[config.mk]
export PLATFORM = sky130hd
export DESIGN_NAME = sgs_s2m_engine
export DESIGN_NICKNAME = d
export VERILOG_FILES = /design/src/rtl/sgs_pkg.sv /design/src/rtl/sgs_sideband_latch.sv /design/src/rtl/sgs_chan_state.sv /design/src/rtl/sgs_seq.sv /design/src/rtl/sgs_s2m_engine.sv
export SDC_FILE = /design/constraint.sdc
export NUM_CORES = 1
export LEC_CHECK = 0
export BUFFER_PORTS_ARGS = -buffer_cell sky130_fd_sc_hd__buf_2
export CORE_ASPECT_RATIO = 1.1
export CORE_MARGIN = 5
export CORE_UTILIZATION = 30
export DETAILED_ROUTE_END_ITERATION = 8
export GPL_TIMING_DRIVEN = 0
export PLACE_DENSITY = 0.57
export SETUP_SLACK_MARGIN = 0.5
export SKIP_LAST_GASP = 1
export SYNTH_ARGS = -nofsm -noshare
export SYNTH_HDL_FRONTEND = slang
export SYNTH_HIERARCHICAL = 1
export SYNTH_SLANG_ARGS = --single-unit
export TNS_END_PERCENT = 30
[constraint.sdc]
create_clock -name clk -period 4.71 [get_ports clk]
set_clock_uncertainty 0.05 [all_clocks]
set_input_delay 0.471 -clock clk [delete_from_list [all_inputs] [get_ports clk]]
set_output_delay 0.471 -clock clk [all_outputs]
set_load 0.01 [all_outputs]
[src/rtl/sgs_pkg.sv]
package sgs_pkg;
    localparam int WORD_W         = 32;
    localparam int LEN_W          = 23;
    localparam int APP_WORDS      = 5;
    localparam int BYTES_PER_WORD = WORD_W / 8;

    // descriptor word offsets; fetch order follows these
    localparam int OFS_LINK = 0;
    localparam int OFS_BUF  = 4;
    localparam int OFS_CTRL = 8;
    localparam int OFS_STAT = 12;   // application words follow the status word

    localparam int BIT_DONE = 31;
    localparam int BIT_SOF  = 27;
    localparam int BIT_EOF  = 26;

    typedef enum logic [2:0] {
        SQ_HOLD,
        SQ_FETCH,
        SQ_LAND,
        SQ_DATA,
        SQ_WB,
        SQ_ADV
    } sq_state_e;

    typedef struct packed {
        logic             sof;
        logic             eof;
        logic [LEN_W-1:0] nbytes;
    } wb_info_t;

    function automatic logic [WORD_W-1:0] pack_status(wb_info_t info);
        logic [WORD_W-1:0] w;
        w              = '0;
        w[BIT_DONE]    = 1'b1;
        w[BIT_SOF]     = info.sof;
        w[BIT_EOF]     = info.eof;
        w[LEN_W-1:0]   = info.nbytes;
        return w;
    endfunction
endpackage

[src/rtl/sgs_sideband_latch.sv]
module sgs_sideband_latch #(
    parameter int N_WORDS = sgs_pkg::APP_WORDS,
    parameter int W       = sgs_pkg::WORD_W
) (
    input  logic         clk,
    input  logic         rst,
    input  logic         sb_valid,
    input  logic         sb_last,
    input  logic [W-1:0] sb_data,
    output logic [W-1:0] words [N_WORDS],
    output logic         sb_error
);
    localparam int CNT_W = $clog2(N_WORDS + 1);

    logic [CNT_W-1:0] cnt;
    logic             room;

    assign room = (cnt < CNT_W'(N_WORDS));

    always_ff @(posedge clk) begin
        if (rst) begin
            cnt      <= '0;
            sb_error <= 1'b0;
        end else begin
            sb_error <= 1'b0;
            if (sb_valid) begin
                if (sb_last) begin
                    cnt      <= '0;
                    sb_error <= (cnt != CNT_W'(N_WORDS - 1));
                end else if (room) begin
                    cnt <= cnt + 1'b1;
                end else begin
                    sb_error <= 1'b1;
                end
            end
        end
    end

    for (genvar gi = 0; gi < N_WORDS; gi++) begin : g_slot
        always_ff @(posedge clk) begin
            if (rst) begin
                words[gi] <= '0;
            end else if (sb_valid && (cnt == CNT_W'(gi))) begin
                words[gi] <= sb_data;
            end
        end
    end
endmodule

[src/rtl/sgs_chan_state.sv]
module sgs_chan_state #(
    parameter int ADDR_W = 32
) (
    input  logic              clk,
    input  logic              rst,
    input  logic              chan_start,
    input  logic [ADDR_W-1:0] start_ptr,
    input  logic              tail_wr,
    input  logic [ADDR_W-1:0] tail_ptr,
    input  logic              set_halt,
    input  logic              advance,
    input  logic [ADDR_W-1:0] next_ptr,
    output logic [ADDR_W-1:0] cur_ptr,
    output logic              halted,
    output logic              idle
);
    logic [ADDR_W-1:0] tail_q;

    always_ff @(posedge clk) begin
        if (rst) begin
            cur_ptr <= '0;
            tail_q  <= '0;
            halted  <= 1'b1;
            idle    <= 1'b0;
        end else begin
            if (chan_start) begin
                cur_ptr <= start_ptr;
            end else if (advance) begin
                cur_ptr <= next_ptr;
            end

            if (tail_wr) begin
                tail_q <= tail_ptr;
            end

            if (chan_start) begin
                halted <= 1'b0;
            end else if (set_halt) begin
                halted <= 1'b1;
            end

            if (tail_wr || chan_start) begin
                idle <= 1'b0;
            end else if (advance && (cur_ptr == tail_q)) begin
                idle <= 1'b1;
            end
        end
    end
endmodule

[src/rtl/sgs_seq.sv]
module sgs_seq
    import sgs_pkg::*;
#(
    parameter int ADDR_W = 32
) (
    input  logic              clk,
    input  logic              rst,
    input  logic              go,
    input  logic [ADDR_W-1:0] cur_ptr,
    input  logic              s_valid,
    input  logic              s_last,
    input  logic [WORD_W-1:0] s_data,
    output logic              s_ready,
    input  logic [WORD_W-1:0] app_words [APP_WORDS],
    output logic              mem_we,
    output logic              mem_re,
    output logic [ADDR_W-1:0] mem_addr,
    output logic [WORD_W-1:0] mem_wdata,
    input  logic [WORD_W-1:0] mem_rdata,
    output logic              set_halt,
    output logic              advance,
    output logic [ADDR_W-1:0] next_ptr,
    output logic              pkt_done
);
    localparam int BCNT_W = LEN_W + 1;
    localparam int WIDX_W = $clog2(APP_WORDS + 1);

    sq_state_e         st;
    logic [1:0]        fidx;
    logic              rd_pend;
    logic [1:0]        rd_sel;
    logic [ADDR_W-1:0] link_q;
    logic [ADDR_W-1:0] buf_q;
    logic [LEN_W-1:0]  len_q;
    logic [BCNT_W-1:0] bytes_q;
    logic [BCNT_W-1:0] bytes_nx;
    logic              sof_q;
    wb_info_t          info_q;
    logic [WIDX_W-1:0] widx;
    logic [WIDX_W-1:0] aidx;
    logic              beat;
    logic              close;

    assign s_ready  = (st == SQ_DATA) && go;
    assign beat     = s_ready && s_valid;
    assign bytes_nx = bytes_q + BCNT_W'(BYTES_PER_WORD);
    assign close    = s_last || (bytes_nx >= {1'b0, len_q});
    assign next_ptr = link_q;
    assign set_halt = (st == SQ_LAND) && mem_rdata[BIT_DONE];
    assign advance  = (st == SQ_ADV);
    assign pkt_done = (st == SQ_WB) && (widx == '0) && info_q.eof;
    assign aidx     = widx - 1'b1;

    always_comb begin
        mem_we    = 1'b0;
        mem_re    = 1'b0;
        mem_addr  = '0;
        mem_wdata = '0;
        case (st)
            SQ_FETCH: begin
                mem_re   = 1'b1;
                mem_addr = cur_ptr + ADDR_W'({fidx, 2'b00});
            end
            SQ_DATA: begin
                if (beat) begin
                    mem_we    = 1'b1;
                    mem_addr  = buf_q + ADDR_W'(bytes_q);
                    mem_wdata = s_data;
                end
            end
            SQ_WB: begin
                mem_we    = 1'b1;
                mem_addr  = cur_ptr + ADDR_W'(OFS_STAT) + ADDR_W'({widx, 2'b00});
                mem_wdata = (widx == '0) ? pack_status(info_q) : app_words[aidx];
            end
            default: ;
        endcase
    end

    always_ff @(posedge clk) begin
        if (rst) begin
            st      <= SQ_HOLD;
            fidx    <= '0;
            rd_pend <= 1'b0;
            rd_sel  <= '0;
            link_q  <= '0;
            buf_q   <= '0;
            len_q   <= '0;
            bytes_q <= '0;
            sof_q   <= 1'b1;
            info_q  <= '0;
            widx    <= '0;
        end else begin
            rd_pend <= (st == SQ_FETCH);
            rd_sel  <= fidx;
            if (rd_pend) begin
                case (rd_sel)
                    2'd0:    link_q <= ADDR_W'(mem_rdata);
                    2'd1:    buf_q  <= ADDR_W'(mem_rdata);
                    2'd2:    len_q  <= mem_rdata[LEN_W-1:0];
                    default: ;
                endcase
            end

            case (st)
                SQ_HOLD: begin
                    if (go) begin
                        st   <= SQ_FETCH;
                        fidx <= '0;
                    end
                end
                SQ_FETCH: begin
                    fidx <= fidx + 1'b1;
                    if (fidx == 2'd3) begin
                        st <= SQ_LAND;
                    end
                end
                SQ_LAND: begin
                    bytes_q <= '0;
                    st      <= mem_rdata[BIT_DONE] ? SQ_HOLD : SQ_DATA;
                end
                SQ_DATA: begin
                    if (beat) begin
                        bytes_q <= bytes_nx;
                        if (close) begin
                            info_q <= '{sof: sof_q, eof: s_last, nbytes: bytes_nx[LEN_W-1:0]};
                            widx   <= '0;
                            st     <= SQ_WB;
                        end
                    end
                end
                SQ_WB: begin
                    widx <= widx + 1'b1;
                    if (!info_q.eof || (widx == WIDX_W'(APP_WORDS))) begin
                        st <= SQ_ADV;
                    end
                end
                SQ_ADV: begin
                    sof_q <= info_q.eof;
                    st    <= SQ_HOLD;
                end
                default: st <= SQ_HOLD;
            endcase
        end
    end
endmodule

[src/rtl/sgs_s2m_engine.sv]
module sgs_s2m_engine
    import sgs_pkg::*;
#(
    parameter int ADDR_W = 32
) (
    input  logic              clk,
    input  logic              rst,
    input  logic              run,
    input  logic              chan_start,
    input  logic [ADDR_W-1:0] start_ptr,
    input  logic              tail_wr,
    input  logic [ADDR_W-1:0] tail_ptr,
    input  logic              s_valid,
    input  logic [31:0]       s_data,
    input  logic              s_last,
    output logic              s_ready,
    input  logic              sb_valid,
    input  logic [31:0]       sb_data,
    input  logic              sb_last,
    output logic              sb_error,
    output logic              mem_we,
    output logic              mem_re,
    output logic [ADDR_W-1:0] mem_addr,
    output logic [31:0]       mem_wdata,
    input  logic [31:0]       mem_rdata,
    output logic              halted,
    output logic              idle,
    output logic              pkt_done
);
    logic [WORD_W-1:0] app_words [APP_WORDS];
    logic [ADDR_W-1:0] cur_ptr;
    logic [ADDR_W-1:0] next_ptr;
    logic              set_halt;
    logic              advance;
    logic              go;

    assign go = run && !idle && !halted;

    sgs_sideband_latch #(
        .N_WORDS (APP_WORDS),
        .W       (WORD_W)
    ) i_sideband (
        .clk      (clk),
        .rst      (rst),
        .sb_valid (sb_valid),
        .sb_last  (sb_last),
        .sb_data  (sb_data),
        .words    (app_words),
        .sb_error (sb_error)
    );

    sgs_chan_state #(
        .ADDR_W (ADDR_W)
    ) i_chan (
        .clk        (clk),
        .rst        (rst),
        .chan_start (chan_start),
        .start_ptr  (start_ptr),
        .tail_wr    (tail_wr),
        .tail_ptr   (tail_ptr),
        .set_halt   (set_halt),
        .advance    (advance),
        .next_ptr   (next_ptr),
        .cur_ptr    (cur_ptr),
        .halted     (halted),
        .idle       (idle)
    );

    sgs_seq #(
        .ADDR_W (ADDR_W)
    ) i_seq (
        .clk       (clk),
        .rst       (rst),
        .go        (go),
        .cur_ptr   (cur_ptr),
        .s_valid   (s_valid),
        .s_last    (s_last),
        .s_data    (s_data),
        .s_ready   (s_ready),
        .app_words (app_words),
        .mem_we    (mem_we),
        .mem_re    (mem_re),
        .mem_addr  (mem_addr),
        .mem_wdata (mem_wdata),
        .mem_rdata (mem_rdata),
        .set_halt  (set_halt),
        .advance   (advance),
        .next_ptr  (next_ptr),
        .pkt_done  (pkt_done)
    );
endmodule

==> summary.txt, run 1 <==
Logic synthesis
  • Synth cell types: 74
  • Post-synth EDFFs: 0
  • Mean area per synthesized cell: 7.82 um^2
  • Syn. warnings: 6
  • #FFs+latches synth: 374
  • Post-synth ARST share: 0%
  • Synthesized netlist cell count: 2476
  • Mapped Area: 19400 um^2
  • Sequential fraction of the synthesis area: 38.7%
  • Ys flop type: dfxtp_1
  • Syn_nets: 2710

STA
  • Final period utilization: 87.3%
  • Maximum clock rate: 243 MHz
  • Fin crit period: 4.11 ns
  • Least-Margin Pin Slew: 1.01 ns
  • RSZ-0062 raised after global routing: yes
  • Worst slew margin: 32.2%
  • Slew Limit Fails: 0
  • Final setup fails: 0
  • Final hold vios: 0
  • Final setup TNS: 0 ns

Setup path
  • Worst Setup Path Type: flip-flop to output pin
  • Worst Path Required: 4.19 ns
  • Critical-path cell list: ha_1, a211oi_1, o21bai_1, a21oi_1, o31ai_1, a21oi_1, o21ba_2, xor2_1, o221ai_1, buf_2
  • CP max FO: 6
  • Reg2Reg Setup Slack: 0.76 ns
  • CP peak stage delay: 0.49 ns
  • Critical path startpoint category: flip-flop
  • Endpoint class of the critical path: output pin
  • Terminus of the critical flop-to-flop path: i_seq/info_q[21]$_SDFFE_PP0P_
  • Worst Path Arrival: 3.59 ns
  • Crit path top cell by count: a21oi_1
  • FF-to-FF Start: i_seq/bytes_q[4]$_SDFFE_PP0P_
  • R2R depth: 13
  • Slowest cell on crit path: dfxtp_1

Min path
  • Hold Path Class: input pin to flip-flop
  • Hold Path Cell Cnt: 3
  • Hold path startpoint: start_ptr[24]
  • Hold Path Sink: i_chan/cur_ptr[24]$_SDFFE_PP0P_

Drt
  • Number of routed nets with antenna violations: 0
  • Drt initial violations: 1304
  • Pre-antenna DRT Iters: 5
  • Residual DRC: 0
  • Wirelength per Cell: 20.1 um
  • DRT Wirelength: 73100 um
  • Vias per cell: 5.13
  • Via count: 18.7k

Place
  • Final HPWL DP: 56500 um
  • Global placer's final weighted congestion: 0.943
  • # port buffers: 238

Run status
  • Run status: finished, final reports clean

CTS
  • H-tree levels: 2
  • TritonCTS clock tree: built
  • Clock Sinks: 374
  • Skew-Pair Late Insertion Delay: 0.58 ns
  • Longest Clk Path Bufs: 3
  • Root Driver: clkbuf_16
  • CTS Buf Count: 43
  • Reg clk slew, reported paths: 0.06 ns

Final layout
  • Commonest non-fill, non-tap cells in the layout: 594 x nand2_1, 397 x a21oi_1, 374 x dfxtp_1, 269 x buf_2, 179 x nor2_1
  • Final core utilization: 36.4%
  • Final net count: 2998
  • Sequential Area: 7490 um^2
  • Filler cells: 6852
  • Area occupied by multi-input gates: 10900 um^2
  • Most common cell after layout, fill and taps aside: nand2_1
  • Layout cells sized above 1: 16.4%
  • Area grow syn2layout: 20.0%

Global routing
  • Largest net degree at the start of global routing: 13
  • Vias in the first global route: 17.8k
  • First-pass GRT wire length: 109000 um
  • GRT Total Usage: 19.9%
  • Initial antenna violation count: 3
  • GR Overflow Total: 0

Die
  • Die area: 69800 um^2
  • Die Height: 277 um
  • Initial core utilization: 30.3%
  • Core Footprint: 63800 um^2
  • Chip width: 252 um
  • Ports: 240
  • Num rows: 97

Power
  • PwrDens: 319 nW/um^2
  • Static leakage: 8.72 nW
  • Max IR drop VDD: 0.255 mV

Job
  • Maxcap violations: 0
==> power breakdown <==
| group | internal, mW | total [mW] | switching (mW) |
|---|---|---|---|
| registers | 3.24 | 3.32 | 0.0804 |
| clock network | 2.14 | 3.55 | 1.41 |
| logic | 0.203 | 0.551 | 0.348 |
==> flip-flops by register name (all words and copies together) (netlist names) <==
| name | count |
|---|---|
| i_seq/fidx | 2 |
| i_chan/tail_q | 32 |
| i_sideband/cnt | 3 |
| i_seq/st | 3 |
| i_seq/widx | 3 |
| i_seq/next_ptr | 32 |
| i_seq/bytes_q | 22 |
| i_seq/len_q | 23 |
| i_chan/cur_ptr | 32 |
| i_seq/sof_q | 1 |
| i_chan/idle | 1 |
| i_seq/rd_sel | 2 |
| i_seq/buf_q | 32 |
| i_chan/halted | 1 |
| i_seq/rd_pend | 1 |
| i_sideband/sb_error | 1 |
| i_sideband/words | 160 |
| i_seq/info_q | 23 |
==> worst max-delay path: cells and delay by family (launching register included) <==
kind / cells / cell delay, ns
XOR/XNOR: 1 / 0.23
AO/OA/AOI/OAI: 7 / 1.71
flip-flops: 1 / 0.49
adder cells (fa/ha/maj): 1 / 0.33
buffers and inverters: 1 / 0.24
==> area by class of cell <==
| cell class | count | share of cell area (%) |
|---|---|---|
| well taps | 841 | 4.53 |
| repair buffers | 243 | 5.29 |
| diodes | 1 | 0.0108 |
| multi-input cells | 1870 | 46.9 |
| inverters | 56 | 0.904 |
| clock buffers | 64 | 5.44 |
| clock inverters | 10 | 0.942 |
| plain buffers | 176 | 3.79 |
| flip-flops and latches | 374 | 32.2 |
==> how the worst max path moves through the flow <==
stage | from | cells past startpoint | endpoint | slack (ns)
after floorplan | i_seq/widx[0]$_SDFFE_PP0P_ | 14 | mem_addr[31] | 1.44
after global placement | i_seq/widx[0]$_SDFFE_PP0P_ | 14 | mem_addr[17] | 0.19
after detailed placement | i_seq/widx[0]$_SDFFE_PP0P_ | 14 | mem_addr[17] | 0.24
after CTS | i_seq/widx[0]$_SDFFE_PP0P_ | 15 | mem_addr[20] | 0.50
after global routing | i_seq/widx[0]$_SDFFE_PP0P_ | 15 | mem_addr[25] | 0.49
final | i_seq/bytes_q[3]$_SDFFE_PP0P_ | 10 | mem_addr[13] | 0.60
==> timing repair <==
| action | in CTS | in global routing |
|---|---|---|
| gates resized for setup | 25 | 13 |
| setup endpoints to repair | 58 | 59 |
| pin swaps | 2 | 3 |
| hold buffers | 0 | 0 |
| gates cloned | 0 | 0 |
| setup buffers | 0 | 5 |
==> synthesized netlist by cell type (all sizes together) (3+ instances only) <==
| library cell | number | area (um^2) |
|---|---|---|
| nand3b | 11 | 120 |
| inv | 56 | 210 |
| ha | 63 | 788 |
| and4 | 9 | 83.8 |
| a22o | 5 | 43.8 |
| nor2 | 180 | 676 |
| clkbuf | 105 | 394 |
| o221ai | 9 | 78.8 |
| a21o | 16 | 120 |
| dfxtp | 374 | 7490 |
| or3 | 3 | 18.8 |
| buf | 71 | 450 |
| nor3 | 17 | 101 |
| a31o | 3 | 26.3 |
| a211oi | 4 | 30.0 |
| mux4 | 32 | 721 |
| a211o | 3 | 26.3 |
| o31ai | 3 | 22.5 |
| o21ai | 125 | 667 |
| nand3 | 58 | 290 |
| nor2b | 11 | 71.3 |
| xor2 | 43 | 384 |
| a22oi | 9 | 67.6 |
| o21bai | 4 | 30.0 |
| and3b | 5 | 43.8 |
| xnor2 | 41 | 359 |
| nor3b | 5 | 42.5 |
| nor4 | 4 | 31.3 |
| or2 | 4 | 25.0 |
| o21a | 3 | 22.5 |
| nand2 | 595 | 2240 |
| and3 | 25 | 161 |
| and2 | 9 | 56.3 |
| o211ai | 28 | 210 |
| mux2i | 66 | 661 |
| a31oi | 21 | 138 |
| o22ai | 12 | 75.1 |
| nand4 | 20 | 125 |
| a21oi | 400 | 2000 |
==> stage by stage <==
step | instances | hold slack [ns] | worst slack, ns | power [mW] | area (um^2)
finish | 3635 | 0.0833 | 0.598 | 7.42 | 23200
global route | 3634 | 0.0806 | 0.493 | 7.68 | 23200
CTS | 3629 | 0.0574 | 0.501 | 7.48 | 23200
detailed placement | 3555 | 0.393 | 0.240 | 3.93 | 21600
global placement | 3555 | 0.390 | 0.188 | 3.93 | 21600
floorplan | 2476 | 0.382 | 1.44 | 3.66 | 19400
==> cells by family after synthesis <==
family | count (synthesis) | synth area share [%]
compound gates | 661 | 19.3
xor+xnor | 84 | 3.84
fa+ha+maj | 65 | 4.28
buf+inv | 232 | 5.45
flops | 374 | 38.7
mux | 98 | 7.13
simple gates | 962 | 21.4
==> per-layer routing <==
layer  wire length (um)  up-vias  GRT usage [%]
li1                   -     9105              -
met1              31400     8727           26.3
met2              34200      690           33.3
met3               4970      134           3.06
met4               2470        0           6.44
met5                  0        -              0
Power figures use the tool's default switching activity.
==> inputs of run 2 (changes only) <==
- CELL_PAD_IN_SITES_DETAIL_PLACEMENT: unset -> 0
- CELL_PAD_IN_SITES_GLOBAL_PLACEMENT: unset -> 1
- PLACE_DENSITY: 0.57 -> 0.69
==> summary.txt, run 2 (same netlist as run 1, synthesis figures left out) <==
STA
  • Final period utilization: 88.3%
  • Final setup fails: 0
  • Slew Limit Fails: 0
  • Maximum clock rate: 240 MHz
  • Least-Margin Pin Slew: 1.03 ns
  • Final hold vios: 0
  • Worst slew margin: 31.1%
  • Fin crit period: 4.16 ns
  • Final setup TNS: 0 ns
  • RSZ-0062 raised after global routing: yes
  • Hold Slack: 0.0599 ns

Power
  • Switching pwr: 1.92 mW
  • PwrDens: 321 nW/um^2
  • Max IR drop VDD: 0.257 mV
  • Power Total: 7.50 mW
  • Logic gate share of total power: 7.5%
  • Register share of total power: 44.3%
  • Clk pwr share: 48.2%
  • P_int: 5.58 mW
  • Static leakage: 8.78 nW
  • Switch share: 25.7%

Die
  • Die Height: 277 um
  • Initial core utilization: 30.3%
  • Chip width: 252 um
  • Ports: 240
  • Die area: 69800 um^2
  • Core Footprint: 63800 um^2
  • Num rows: 97

Final layout
  • Layout cells sized above 1: 17.1%
  • Final core utilization: 36.5%
  • Final net count: 2999
  • Filler cells: 6765
  • Biggest register: i_sideband/words
  • Largest register FFs: 160
  • Area grow syn2layout: 20.5%
  • Final cell count without fillers: 3643
  • Commonest non-fill, non-tap cells in the layout: 594 x nand2_1, 398 x a21oi_1, 372 x dfxtp_1, 269 x buf_2, 178 x nor2_1
  • Most common cell after layout, fill and taps aside: nand2_1

Drt
  • Pre-antenna DRT Iters: 6
  • Vias per cell: 5.19
  • Wirelength per Cell: 21.1 um
  • Residual DRC: 0
  • Drt initial violations: 1382
  • DRT Wirelength: 76700 um
  • Via count: 18.9k
  • Number of routed nets with antenna violations: 0

Setup path
  • CP max FO: 10
  • Crit path buf inv count: 3
  • Critical path startpoint category: flip-flop
  • CP peak stage delay: 0.57 ns
  • Critical-path cell list: nor3b_2, and3_1, nand2_1, clkbuf_1, clkbuf_1, o22ai_1, buf_2
  • Endpoint class of the critical path: output pin
  • Worst Setup Path Type: flip-flop to output pin
  • Worst Path Required: 4.19 ns
  • Crit path top cell by count: clkbuf_1
  • Slowest cell on crit path: o22ai_1
  • Largest delay share family, worst path: simple AND/OR/NAND/NOR gates
  • Worst Path Arrival: 3.64 ns

CTS
  • Root Driver: clkbuf_16
  • Clock Sinks: 374
  • Reg clk slew, reported paths: 0.06 ns
  • TritonCTS clock tree: built
  • CTS Buf Count: 45
  • Skew-Pair Late Insertion Delay: 0.60 ns
  • H-tree levels: 2
  • Longest Clk Path Bufs: 3
  • # hold bufs at CTS: 0

Global routing
  • Largest net degree at the start of global routing: 14
  • GRT Total Usage: 21.0%
  • Initial antenna violation count: 1
  • Vias in the first global route: 18.5k
  • GR Overflow Total: 0
  • First-pass GRT wire length: 114000 um

Min path
  • Hold Path Class: input pin to flip-flop

Run status
  • Run status: finished, final reports clean

Place
  • Post-Place Cells: 3555
  • # port buffers: 238
  • Final HPWL DP: 60200 um
  • Global placer's final weighted congestion: 0.913

Job
  • Maxcap violations: 0
==> run 2: cell types whose count changed in the layout (fill, tap and decap cells not counted), moves of 2 or more <==
cell	previous run	this run
clkinv_2	1	12
clkbuf_1	107	102
a21oi_2	2	0
bufinv_16	5	3
clkbuf_16	43	45
clkbuf_2	6	8
dfxtp_1	374	372
dfxtp_2	0	2
==> run 2: stage by stage <==
step / area [um^2] / worst slack (ns)
6_report: 23300 / 0.551
2_1_floorplan: 19400 / 1.44
3_3_place_gp: 21600 / 0.177
4_1_cts: 23200 / 0.382
3_5_place_dp: 21600 / 0.196
5_1_grt: 23300 / 0.470
==> run 2: layout make-up <==
cell class	instances	area [um^2]	share of cell area (%)
multi-input combinational	1870	10900	46.8
sequential	374	7490	32.1
clock buffer	62	1310	5.61
timing repair buffer	242	1220	5.23
tap	841	1050	4.51
buffer	176	875	3.75
clock inverter	21	244	1.05
inverter	56	210	0.901
antenna	1	2.50	0.0107
==> run 2: power by group through the flow <==
stage               clock network, mW  logic [mW]  registers [mW]
finish                           3.62       0.565            3.32
global route                     3.83       0.615            3.33
CTS                              3.71       0.561            3.32
detailed placement                  0       0.556            3.39
global placement                    0       0.549            3.39
floorplan                           0       0.300            3.36
==> run 2: path summary, 6_finish.rpt <==
| check | start | end | slack (ns) | cells past startpoint |
|---|---|---|---|---|
| worst min register to register | i_sideband/words[29]$_SDFFE_PP0P_ | i_sideband/words[29]$_SDFFE_PP0P_ | 0.40 | 2 |
| worst max-delay path | i_chan/idle$_SDFFE_PP0P_ | mem_addr[10] | 0.55 | 7 |
| worst min-delay path | tail_ptr[23] | i_chan/tail_q[23]$_SDFFE_PP0P_ | 0.06 | 3 |
| worst max register to register | i_seq/bytes_q[3]$_SDFFE_PP0P_ | i_seq/info_q[23]$_SDFFE_PP0P_ | 0.80 | 13 |
==> run 2: worst reg2reg max path: stages, from the launching register on <==
cell     delay [ns]
dfxtp_1        0.48
ha_1           0.37
nand4_1        0.27
nor2_1         0.36
nand3_1        0.15
xor2_1         0.20
inv_1          0.15
ha_1           0.31
nor2b_1        0.16
o41ai_4        0.72
nand2_4        0.15
buf_6          0.19
o21ai_1        0.15
a21oi_1        0.08
==> run 2: layer usage <==
metal  part of all wire (%)  vias to the layer above  routed length (um)  track usage (%)
li1                       -                     9100                   -                -
met1                     43                     9040               32800             27.4
met2                     48                      648               36500             35.8
met3                    6.6                      130                5030             3.30
met4                    3.0                        0                2340             6.25
met5                      0                        -                   0                0
==> run 2: timing repair <==
| item | 4_1_cts | 5_1_grt |
|---|---|---|
| hold endpoints to repair | 0 | 0 |
| resized for setup | 24 | 22 |
| endpoints found under the setup margin | 58 | 58 |
| buffers inserted | 2 | 2 |
| pin swaps | 2 | 2 |
| cloned | 0 | 0 |
